File: config.mk
export PLATFORM = sky130hd
export DESIGN_NAME = remap_gcmd_unit
export DESIGN_NICKNAME = d
export VERILOG_FILES = /design/src/rtl/gcmd_pkg.sv /design/src/rtl/gcmd_fifo.sv /design/src/rtl/gcmd_drain_ctl.sv /design/src/rtl/remap_gcmd_unit.sv
export SDC_FILE = /design/constraint.sdc
export NUM_CORES = 1
export LEC_CHECK = 0
export ABC_AREA = 1
export BUFFER_PORTS_ARGS = -buffer_cell sky130_fd_sc_hd__buf_2
export CORE_MARGIN = 2
export CORE_UTILIZATION = 35
export DETAILED_ROUTE_END_ITERATION = 10
export HOLD_SLACK_MARGIN = 0.08
export SYNTH_ARGS = -nofsm -noshare
export SYNTH_HDL_FRONTEND = slang
export SYNTH_HIERARCHICAL = 1
export SYNTH_SLANG_ARGS = --single-unit
File: constraint.sdc
create_clock -name clk -period 3.6 [get_ports clk]
set_input_delay 0.72 -clock clk [delete_from_list [all_inputs] [get_ports clk]]
set_output_delay 0.72 -clock clk [all_outputs]
set_load 0.01 [all_outputs]
File: src/rtl/gcmd_pkg.sv
package gcmd_pkg;

  localparam int QIE_BIT   = 26;
  localparam int IRE_BIT   = 25;
  localparam int SPTR_BIT  = 24;
  localparam int CFI_BIT   = 23;

  typedef struct packed {
    logic qie;
    logic ire;
    logic sptr;
    logic cfi;
  } gcmd_t;

  localparam int GCMD_W = $bits(gcmd_t);

endpackage

File: src/rtl/gcmd_fifo.sv
module gcmd_fifo #(
  parameter int DEPTH = 4,
  parameter int W     = 4
) (
  input  logic         clk,
  input  logic         rst_n,
  input  logic         push,
  input  logic [W-1:0] din,
  input  logic         pop,
  output logic [W-1:0] dout,
  output logic         empty,
  output logic         full
);
  localparam int PTR_W = (DEPTH > 1) ? $clog2(DEPTH) : 1;
  localparam int CNT_W = $clog2(DEPTH + 1);
  localparam logic [PTR_W-1:0] LAST = PTR_W'(DEPTH - 1);

  logic [W-1:0]     mem [DEPTH];
  logic [PTR_W-1:0] rd_q, rd_d, wr_q, wr_d;
  logic [CNT_W-1:0] cnt_q, cnt_d;
  logic             push_ok, pop_ok;

  assign empty   = (cnt_q == '0);
  assign full    = (cnt_q == CNT_W'(DEPTH));
  assign pop_ok  = pop && !empty;
  assign push_ok = push && (!full || pop_ok);
  assign dout    = mem[rd_q];

  always_comb begin
    rd_d  = rd_q;
    wr_d  = wr_q;
    cnt_d = cnt_q;
    if (pop_ok)  rd_d = (rd_q == LAST) ? '0 : rd_q + 1'b1;
    if (push_ok) wr_d = (wr_q == LAST) ? '0 : wr_q + 1'b1;
    case ({push_ok, pop_ok})
      2'b10:   cnt_d = cnt_q + 1'b1;
      2'b01:   cnt_d = cnt_q - 1'b1;
      default: cnt_d = cnt_q;
    endcase
  end

  always_ff @(posedge clk or negedge rst_n) begin
    if (!rst_n) begin
      rd_q  <= '0;
      wr_q  <= '0;
      cnt_q <= '0;
    end else begin
      rd_q  <= rd_d;
      wr_q  <= wr_d;
      cnt_q <= cnt_d;
    end
  end

  always_ff @(posedge clk) begin
    if (push_ok) mem[wr_q] <= din;
  end

  assert_no_overflow_R9: assert property (@(posedge clk) disable iff (!rst_n)
    cnt_q <= CNT_W'(DEPTH));
  assert_full_drop_R9: assert property (@(posedge clk) disable iff (!rst_n)
    (full && push && !pop) |=> full);

endmodule

File: src/rtl/gcmd_drain_ctl.sv
module gcmd_drain_ctl (
  input  logic clk,
  input  logic rst_n,
  input  logic start,
  input  logic target,
  input  logic inflight_zero,
  output logic busy,
  output logic remap_en,
  output logic clear_ptr
);
  logic busy_q, busy_d;
  logic en_q, en_d;
  logic tgt_q, tgt_d;
  logic done;

  always_comb begin
    busy_d = busy_q;
    en_d   = en_q;
    tgt_d  = tgt_q;
    done   = 1'b0;
    if (busy_q) begin
      if (inflight_zero) begin
        busy_d = 1'b0;
        en_d   = tgt_q;
        done   = 1'b1;
      end
    end else if (start) begin
      busy_d = 1'b1;
      tgt_d  = target;
    end
  end

  always_ff @(posedge clk or negedge rst_n) begin
    if (!rst_n) begin
      busy_q <= 1'b0;
      en_q   <= 1'b0;
      tgt_q  <= 1'b0;
    end else begin
      busy_q <= busy_d;
      en_q   <= en_d;
      tgt_q  <= tgt_d;
    end
  end

  assign busy      = busy_q;
  assign remap_en  = en_q;
  assign clear_ptr = done && !tgt_q;

  assert_start_idle_R9: assert property (@(posedge clk) disable iff (!rst_n)
    start |-> !busy_q);
  assert_switch_at_boundary_R4: assert property (@(posedge clk) disable iff (!rst_n)
    !$stable(en_q) |-> ($past(busy_q) && $past(inflight_zero)));
  assert_busy_ends_drained_R4: assert property (@(posedge clk) disable iff (!rst_n)
    $fell(busy_q) |-> $past(inflight_zero));

endmodule

File: src/rtl/remap_gcmd_unit.sv
module remap_gcmd_unit
  import gcmd_pkg::*;
#(
  parameter int          ADDR_W  = 8,
  parameter int          INFL_W  = 6,
  parameter int          QDEPTH  = 4,
  parameter logic [ADDR_W-1:0] CMD_OFF = ADDR_W'(8'h18),
  parameter logic [ADDR_W-1:0] STS_OFF = ADDR_W'(8'h1C)
) (
  input  logic              clk,
  input  logic              rst_n,
  input  logic [ADDR_W-1:0] bus_addr,
  input  logic              bus_wr,
  input  logic [31:0]       bus_wdata,
  output logic [31:0]       bus_rdata,
  input  logic [INFL_W-1:0] inflight_cnt,
  input  logic              legacy_mode,
  output logic              qinv_en,
  output logic              remap_en,
  output logic              cfi_pass,
  output logic              ptr_latch,
  output logic              busy,
  output logic              ptr_err
);
  gcmd_t bus_cmd, fifo_cmd, exec_cmd;
  logic  cmd_wr, exec_valid, ire_change, push, pop;
  logic  fifo_empty, fifo_full, clear_ptr, inflight_zero;
  logic  qie_q, qie_d, cfi_q, cfi_d, ire_sh_q, ire_sh_d;
  logic  psts_q, psts_d, pulse_q, pulse_d, err_q, err_d;
  logic  unused_rsvd;

  assign bus_cmd = '{qie:  bus_wdata[QIE_BIT],  ire: bus_wdata[IRE_BIT],
                     sptr: bus_wdata[SPTR_BIT], cfi: bus_wdata[CFI_BIT]};
  assign unused_rsvd = ^{bus_wdata[31:27], bus_wdata[22:0], fifo_full};

  assign cmd_wr        = bus_wr && (bus_addr == CMD_OFF);
  assign inflight_zero = (inflight_cnt == '0);
  assign pop           = !busy && !fifo_empty;
  assign push          = cmd_wr && (busy || !fifo_empty);
  assign exec_valid    = pop || (!busy && fifo_empty && cmd_wr);
  assign exec_cmd      = fifo_empty ? bus_cmd : fifo_cmd;
  assign ire_change    = exec_valid && (exec_cmd.ire != ire_sh_q);

  gcmd_fifo #(.DEPTH(QDEPTH), .W(GCMD_W)) u_queue (
    .clk   (clk),
    .rst_n (rst_n),
    .push  (push),
    .din   (bus_cmd),
    .pop   (pop),
    .dout  (fifo_cmd),
    .empty (fifo_empty),
    .full  (fifo_full)
  );

  gcmd_drain_ctl u_drain (
    .clk           (clk),
    .rst_n         (rst_n),
    .start         (ire_change),
    .target        (exec_cmd.ire),
    .inflight_zero (inflight_zero),
    .busy          (busy),
    .remap_en      (remap_en),
    .clear_ptr     (clear_ptr)
  );

  always_comb begin
    qie_d    = qie_q;
    cfi_d    = cfi_q;
    ire_sh_d = ire_sh_q;
    psts_d   = psts_q;
    err_d    = err_q;
    pulse_d  = 1'b0;
    if (exec_valid) begin
      qie_d    = exec_cmd.qie;
      cfi_d    = exec_cmd.cfi;
      ire_sh_d = exec_cmd.ire;
      pulse_d  = exec_cmd.sptr;
      if (exec_cmd.sptr) begin
        psts_d = 1'b1;
        err_d  = 1'b0;
      end else if (ire_change && exec_cmd.ire && !psts_q) begin
        err_d  = 1'b1;
      end
    end
    if (clear_ptr) psts_d = 1'b0;
  end

  always_ff @(posedge clk or negedge rst_n) begin
    if (!rst_n) begin
      qie_q    <= 1'b0;
      cfi_q    <= 1'b0;
      ire_sh_q <= 1'b0;
      psts_q   <= 1'b0;
      pulse_q  <= 1'b0;
      err_q    <= 1'b0;
    end else begin
      qie_q    <= qie_d;
      cfi_q    <= cfi_d;
      ire_sh_q <= ire_sh_d;
      psts_q   <= psts_d;
      pulse_q  <= pulse_d;
      err_q    <= err_d;
    end
  end

  always_comb begin
    bus_rdata = '0;
    if (bus_addr == STS_OFF) begin
      bus_rdata[QIE_BIT]  = qie_q;
      bus_rdata[IRE_BIT]  = remap_en;
      bus_rdata[SPTR_BIT] = psts_q;
      bus_rdata[CFI_BIT]  = cfi_q;
    end
  end

  assign qinv_en   = qie_q;
  assign cfi_pass  = cfi_q && remap_en && legacy_mode;
  assign ptr_latch = pulse_q;
  assign ptr_err   = err_q;

  assert_ptr_pulse_sts_R5: assert property (@(posedge clk) disable iff (!rst_n)
    ptr_latch |-> psts_q);
  assert_err_with_switch_R10: assert property (@(posedge clk) disable iff (!rst_n)
    $rose(ptr_err) |-> busy);
  assert_qie_idle_R3: assert property (@(posedge clk) disable iff (!rst_n)
    !exec_valid |=> $stable(qinv_en));
  assert_same_no_busy_R8: assert property (@(posedge clk) disable iff (!rst_n)
    (exec_valid && (exec_cmd.ire == ire_sh_q)) |=> !busy);

endmodule

== After elaboration in Yosys (flattened, before gate mapping) ==
Memories as Yosys holds them, arrays and structs flattened.
Cells that the tools add are included.

* Flip-flop bits (word level): 16
* Bits in writable memories: 16
* Input bits: 50
* Output and inout bits: 38
* Word-level logic and storage cells: 75
* Memories kept: 1

{| class="wikitable"
|+ Memories
! name !! words !! bits a word !! rd ports !! clocked after memory_dff !! write ports !! RTL line !! text
|-
| u_queue.mem || 4 || 4 || 1 || 0 || 1 || gcmd_fifo.sv:18 || <nowiki>logic [W-1:0] mem [DEPTH];</nowiki>
|}

* Add/subtract/negate cells: 4
* Equal/unequal tests: 8
* Mux-type cells: 18
* Bitwise gates (word level): 1
* Reduce and logical (&&, ||, !) cells: 31

{| class="wikitable"
|+ Operators with widths
! cell !! number
|-
| == test 8 x 5 -> 1 bit, second input constant || 2
|-
| logical AND 1 bit || 13
|-
| two-way mux 1 bit || 13
|-
| two-way mux 4 bit || 2
|-
| AND reduction 2 bit || 4
|-
| nonzero test 2 bit || 4
|-
| == test 2 bit, second input constant || 3
|-
| logical NOT 6 bit || 1
|-
| case mux 3 bit (2 select lines) || 1
|-
| logical NOT 1 bit || 5
|-
| adder 2 x 1 -> 2 bit, second input constant || 2
|-
| two-way mux 2 bit || 2
|-
| adder 3 x 1 -> 3 bit, second input constant || 1
|-
| == test 3 bit, second input constant || 1
|-
| logical NOT 3 bit || 1
|-
| logical OR 1 bit || 3
|-
| subtractor 3 x 1 -> 3 bit, second input constant || 1
|-
| == test 2 x 1 -> 1 bit, second input constant || 1
|-
| inequality test 1 bit || 1
|-
| NOT 1 bit || 1
|}

== Depth between registers and ports, before layout ==
* Word-level depth: 9
* Depth in mapped cells: 13
* Mapped depth without buffers: 13

== Cells and area by module ==
Netlist, hierarchy kept.

{| class="wikitable"
|+ By module, submodules not included
! module !! times used !! cells each !! area each (µm²) !! sequential area each (µm²)
|-
| gcmd_fifo || 1 || 98 || 1,076.0 || 655.6
|-
| remap_gcmd_unit || 1 || 106 || 690.7 || 150.1
|-
| gcmd_drain_ctl || 1 || 14 || 122.6 || 75.1
|}

== Least setup slack after synthesis ==
OpenSTA, ideal clock, no wires.

* Kind: input port to flip-flop
* Start point: in bus_addr[1]
* End point: reg u_queue.cnt_q[1]
* Library setup time: 76 ps
* Data arrival time: 2,295 ps
* Required time: 3,524 ps
* Path slack: 1,229 ps
* Stages: 10
* Buffers on the path: 0
* Cells stage by stage: or2_1 -> nor2_2 -> nand2_2 -> a21oi_1 -> inv_1 -> nand3_1 -> fa_1 -> inv_1 -> nand2_1 -> o21ai_1

* Longest elaborated chain between the ends: 6
* Elaborated cells between the ends (all ways): 8
* Those cells by class: eq/ne (3); mux (1); reduce/logical (4)

{| class="wikitable"
|+ Ends and longest elaborated chain
! what !! RTL line !! text
|-
| from (decl) || remap_gcmd_unit.sv:12 || <nowiki>input logic [ADDR_W-1:0] bus_addr,</nowiki>
|-
| == test 8 x 5 -> 1 bit * || remap_gcmd_unit.sv:36 || <nowiki>assign cmd_wr = bus_wr && (bus_addr == CMD_OFF);</nowiki>
|-
| logical AND 1 bit * || remap_gcmd_unit.sv:36 ||
|-
| logical AND 1 bit * || remap_gcmd_unit.sv:39 || <nowiki>assign push = cmd_wr && (busy || !fifo_empty);</nowiki>
|-
| net push || remap_gcmd_unit.sv:26 || <nowiki>logic cmd_wr, exec_valid, ire_change, push, pop;</nowiki>
|-
| logical AND 1 bit * || gcmd_fifo.sv:26 || <nowiki>assign push_ok = push && (!full || pop_ok);</nowiki>
|-
| == test 2 x 1 -> 1 bit / == test 2 bit (equally long branches) || gcmd_fifo.sv:35 || <nowiki>case ({push_ok, pop_ok})</nowiki>
|-
| case mux 3 bit (2 select lines) / nonzero test 2 bit (equally long branches) || -- ||
|-
| to (signal assigned) || gcmd_fifo.sv:50 || <nowiki>cnt_q <= cnt_d;</nowiki>
|-
| to (decl) || gcmd_fifo.sv:20 || <nowiki>logic [CNT_W-1:0] cnt_q, cnt_d;</nowiki>
|}

The timed path passes the listed nets; every way through them passes the cells marked *.
A chain may end at the register's enable or synchronous reset.

== Final worst setup path ==
* Start point: reg u_queue.cnt_q[0]
* End point: reg u_queue.cnt_q[2]

* Elaborated cells between the ends (all ways): 16
* Those cells by class: add/sub (2); eq/ne (3); mux (1); reduce/logical (10)

{| class="wikitable"
|+ RTL lines
! what !! RTL line !! text
|-
| logical NOT 3 bit * || gcmd_fifo.sv:23 || <nowiki>assign empty = (cnt_q == '0);</nowiki>
|-
| net fifo_empty || remap_gcmd_unit.sv:27 || <nowiki>logic fifo_empty, fifo_full, clear_ptr, inflight_zero;</nowiki>
|-
| logical NOT 1 bit * || remap_gcmd_unit.sv:39 ||
|-
| logical OR 1 bit * || remap_gcmd_unit.sv:39 ||
|-
| logical AND 1 bit * || remap_gcmd_unit.sv:39 ||
|-
| net push || remap_gcmd_unit.sv:26 ||
|-
| logical AND 1 bit * || gcmd_fifo.sv:26 ||
|-
| == test 2 x 1 -> 1 bit / == test 2 bit (equally long branches) || gcmd_fifo.sv:35 ||
|-
| case mux 3 bit (2 select lines) / nonzero test 2 bit (equally long branches) || -- ||
|}

Marks and branches as above.

==> results.cfg <==
[critical_path]
rr_startpoint = u_queue/cnt_q[0]$_DFFE_PN0P_
path_cells = nor2_2 > nand2_2 > inv_1 > a21oi_1 > inv_1 > nand3_1 > fa_1 > inv_1 > nand4_1 > nand3_1 > nand2_1 > inv_1
cpMostUsedCell = inv_1
crit_path_start = u_queue/cnt_q[0]$_DFFE_PN0P_
cp-start-kind = register
end_kind = register
worstSetupPathType = reg -> reg
worstPathRequired_ps = 3830
path_max_fanout = 10
cp_slowest_cell = fa_1
crit_arrival_ps = 2660
max_stage_delay_ps = 460

[global_routing]
grt_usage = 0.115
grt_pass1_vias = 1260
grt_max_degree = 17
grt_overflow = 0
grt_pass1_wl_microns = 5410
grt_antenna_before_repair = 0

[placed_design]
dp_worst_setup_slack_ps = 931
dpl_cell_area_sq_um = 2000
numPortBuffers = 31
place_congestion = 0.738
dp_cells = 315
dpl.hpwl_microns = 2560

[clocking]
root_buffer = clkbuf_8
hold_buffers = 0
tritoncts = yes
clkSinkCount = 32
htreeDepth = 2
clockBufferDepth = 2
clk_pin_slew_ps = 70
cts-buffers-inserted = 5
postCtsSetupRepairBufs = 0
insertion_delay_ps = 290
cts_resized = 0

[final_layout]
syn2layout_area_growth_pct = 11.8
diodes = 0
final_layout_size_suffix_gt1_frac = 0.217
fin_area_sq_um = 2110
stdcell_count = 323
nets = 308
postLayoutCoreUtil = 0.410

[routing]
post_drt_wl_per_cell_microns = 10.2
vias = 1368
totalWireLength_microns = 3300
via_per_inst = 4.24
drc = 0
dr.pass1.iters = 4
ant_nets = 0
drt_iter0_drc = 79

[timing]
tns_ps = 0
worst_slack_ps = 1170
finClkSkew_ps = 7.58
hold_ws_ps = 343
period_minus_slack_ps = 2430
tightestPinTransition_ps = 515
finalHoldViolCount = 0
fmax_mhz = 412
slew_viol_final = 0
relSlewSlack = 0.657
rsz0062_at_grt = no
finalCritPeriodShare = 0.674
finalSetupViolations = 0

[power]
leakage_nw = 1.05
power_density_nw_per_um2 = 683
totalPowerFinal_mw = 1.44
irDropWorstVdd_mv = 0.283

[die]
die_x_microns = 77.4
core.rowCount = 26
initial_core_util = 0.367
die_h_microns = 77.4
die_area_sq_um = 5990
io_pins = 88
core-area_sq_um = 5140

[logic_synthesis]
ys.warnings.count = 6
syn_area_sq_um = 1890
syn_inst = 217
syn_avg_cell_area_sq_um = 8.69

[hold_path]
min_path_type = in -> async

[run]
drv_cap = 0

[outcome]
status = complete, no violations
-- where the power goes --
group          switching [mW]  total, mW  internal, mW
registers              0.0741      0.535         0.461
logic                   0.368      0.566         0.198
clock network           0.134      0.339         0.205
-- layout by cell type (no fill, tap or decap), types with 4 or more instances in the layout --
| cell | count |
|---|---|
| inv_1 | 32 |
| nand2_1 | 32 |
| buf_2 | 31 |
| nor2_1 | 28 |
| conb_1 | 28 |
| dfrtp_1 | 16 |
| edfxtp_1 | 16 |
| o21ai_0 | 10 |
| nand3_1 | 8 |
| nand2_2 | 7 |
| a21oi_1 | 7 |
| clkbuf_8 | 5 |
| ha_1 | 5 |
| o22ai_1 | 4 |
-- state kept, by name (all words and copies together), names as in the netlist --
signal	cells
u_queue/mem	16
u_queue/cnt_q	3
u_queue/rd_q	2
u_queue/wr_q	2
cfi_q	1
ire_sh_q	1
psts_q	1
ptr_err	1
ptr_latch	1
qinv_en	1
u_drain/busy	1
u_drain/remap_en	1
u_drain/tgt_q	1
-- layout make-up --
cell class              instances  area [sq um]
inverters                      34           128
repair buffers                 31           155
multi-input cells             148           749
well taps                      70          87.6
flip-flops and latches         32           881
clock buffers                   6          72.6
fillers                       532          3030
clock inverters                 2          35.0
-- final timing paths --
path	endpoint	slack [ps]	cells past startpoint
max	u_queue/cnt_q[2]$_DFFE_PN0P_	1170	12
min	u_queue/wr_q[1]$_DFFE_PN0P_	340	1
max reg2reg	u_queue/cnt_q[2]$_DFFE_PN0P_	1170	12
min reg2reg	u_drain/remap_en$_DFFE_PN0P_	500	2
max in group asynchronous	cfi_q$_DFFE_PN0P_	2970	1
min in group clk	u_drain/remap_en$_DFFE_PN0P_	500	2
-- worst max-delay path: cells and delay by family, from the launching register on --
kind / cells / cell delay, ps
compound gates: 1 / 260
buf+inv: 4 / 560
flops: 1 / 410
simple gates: 6 / 670
fa+ha+maj: 1 / 460
-- per-layer routing --
metal | vias to the layer above | global-route usage | share of wire
met2 | 36 | 0.197 | 0.48
met3 | 6 | 0.0442 | 0.063
met4 | 0 | 0.0375 | 0.015
met1 | 627 | 0.132 | 0.44
met5 | - | 0 | 0
li1 | 699 | - | -
(Power assumes the default switching activity.)
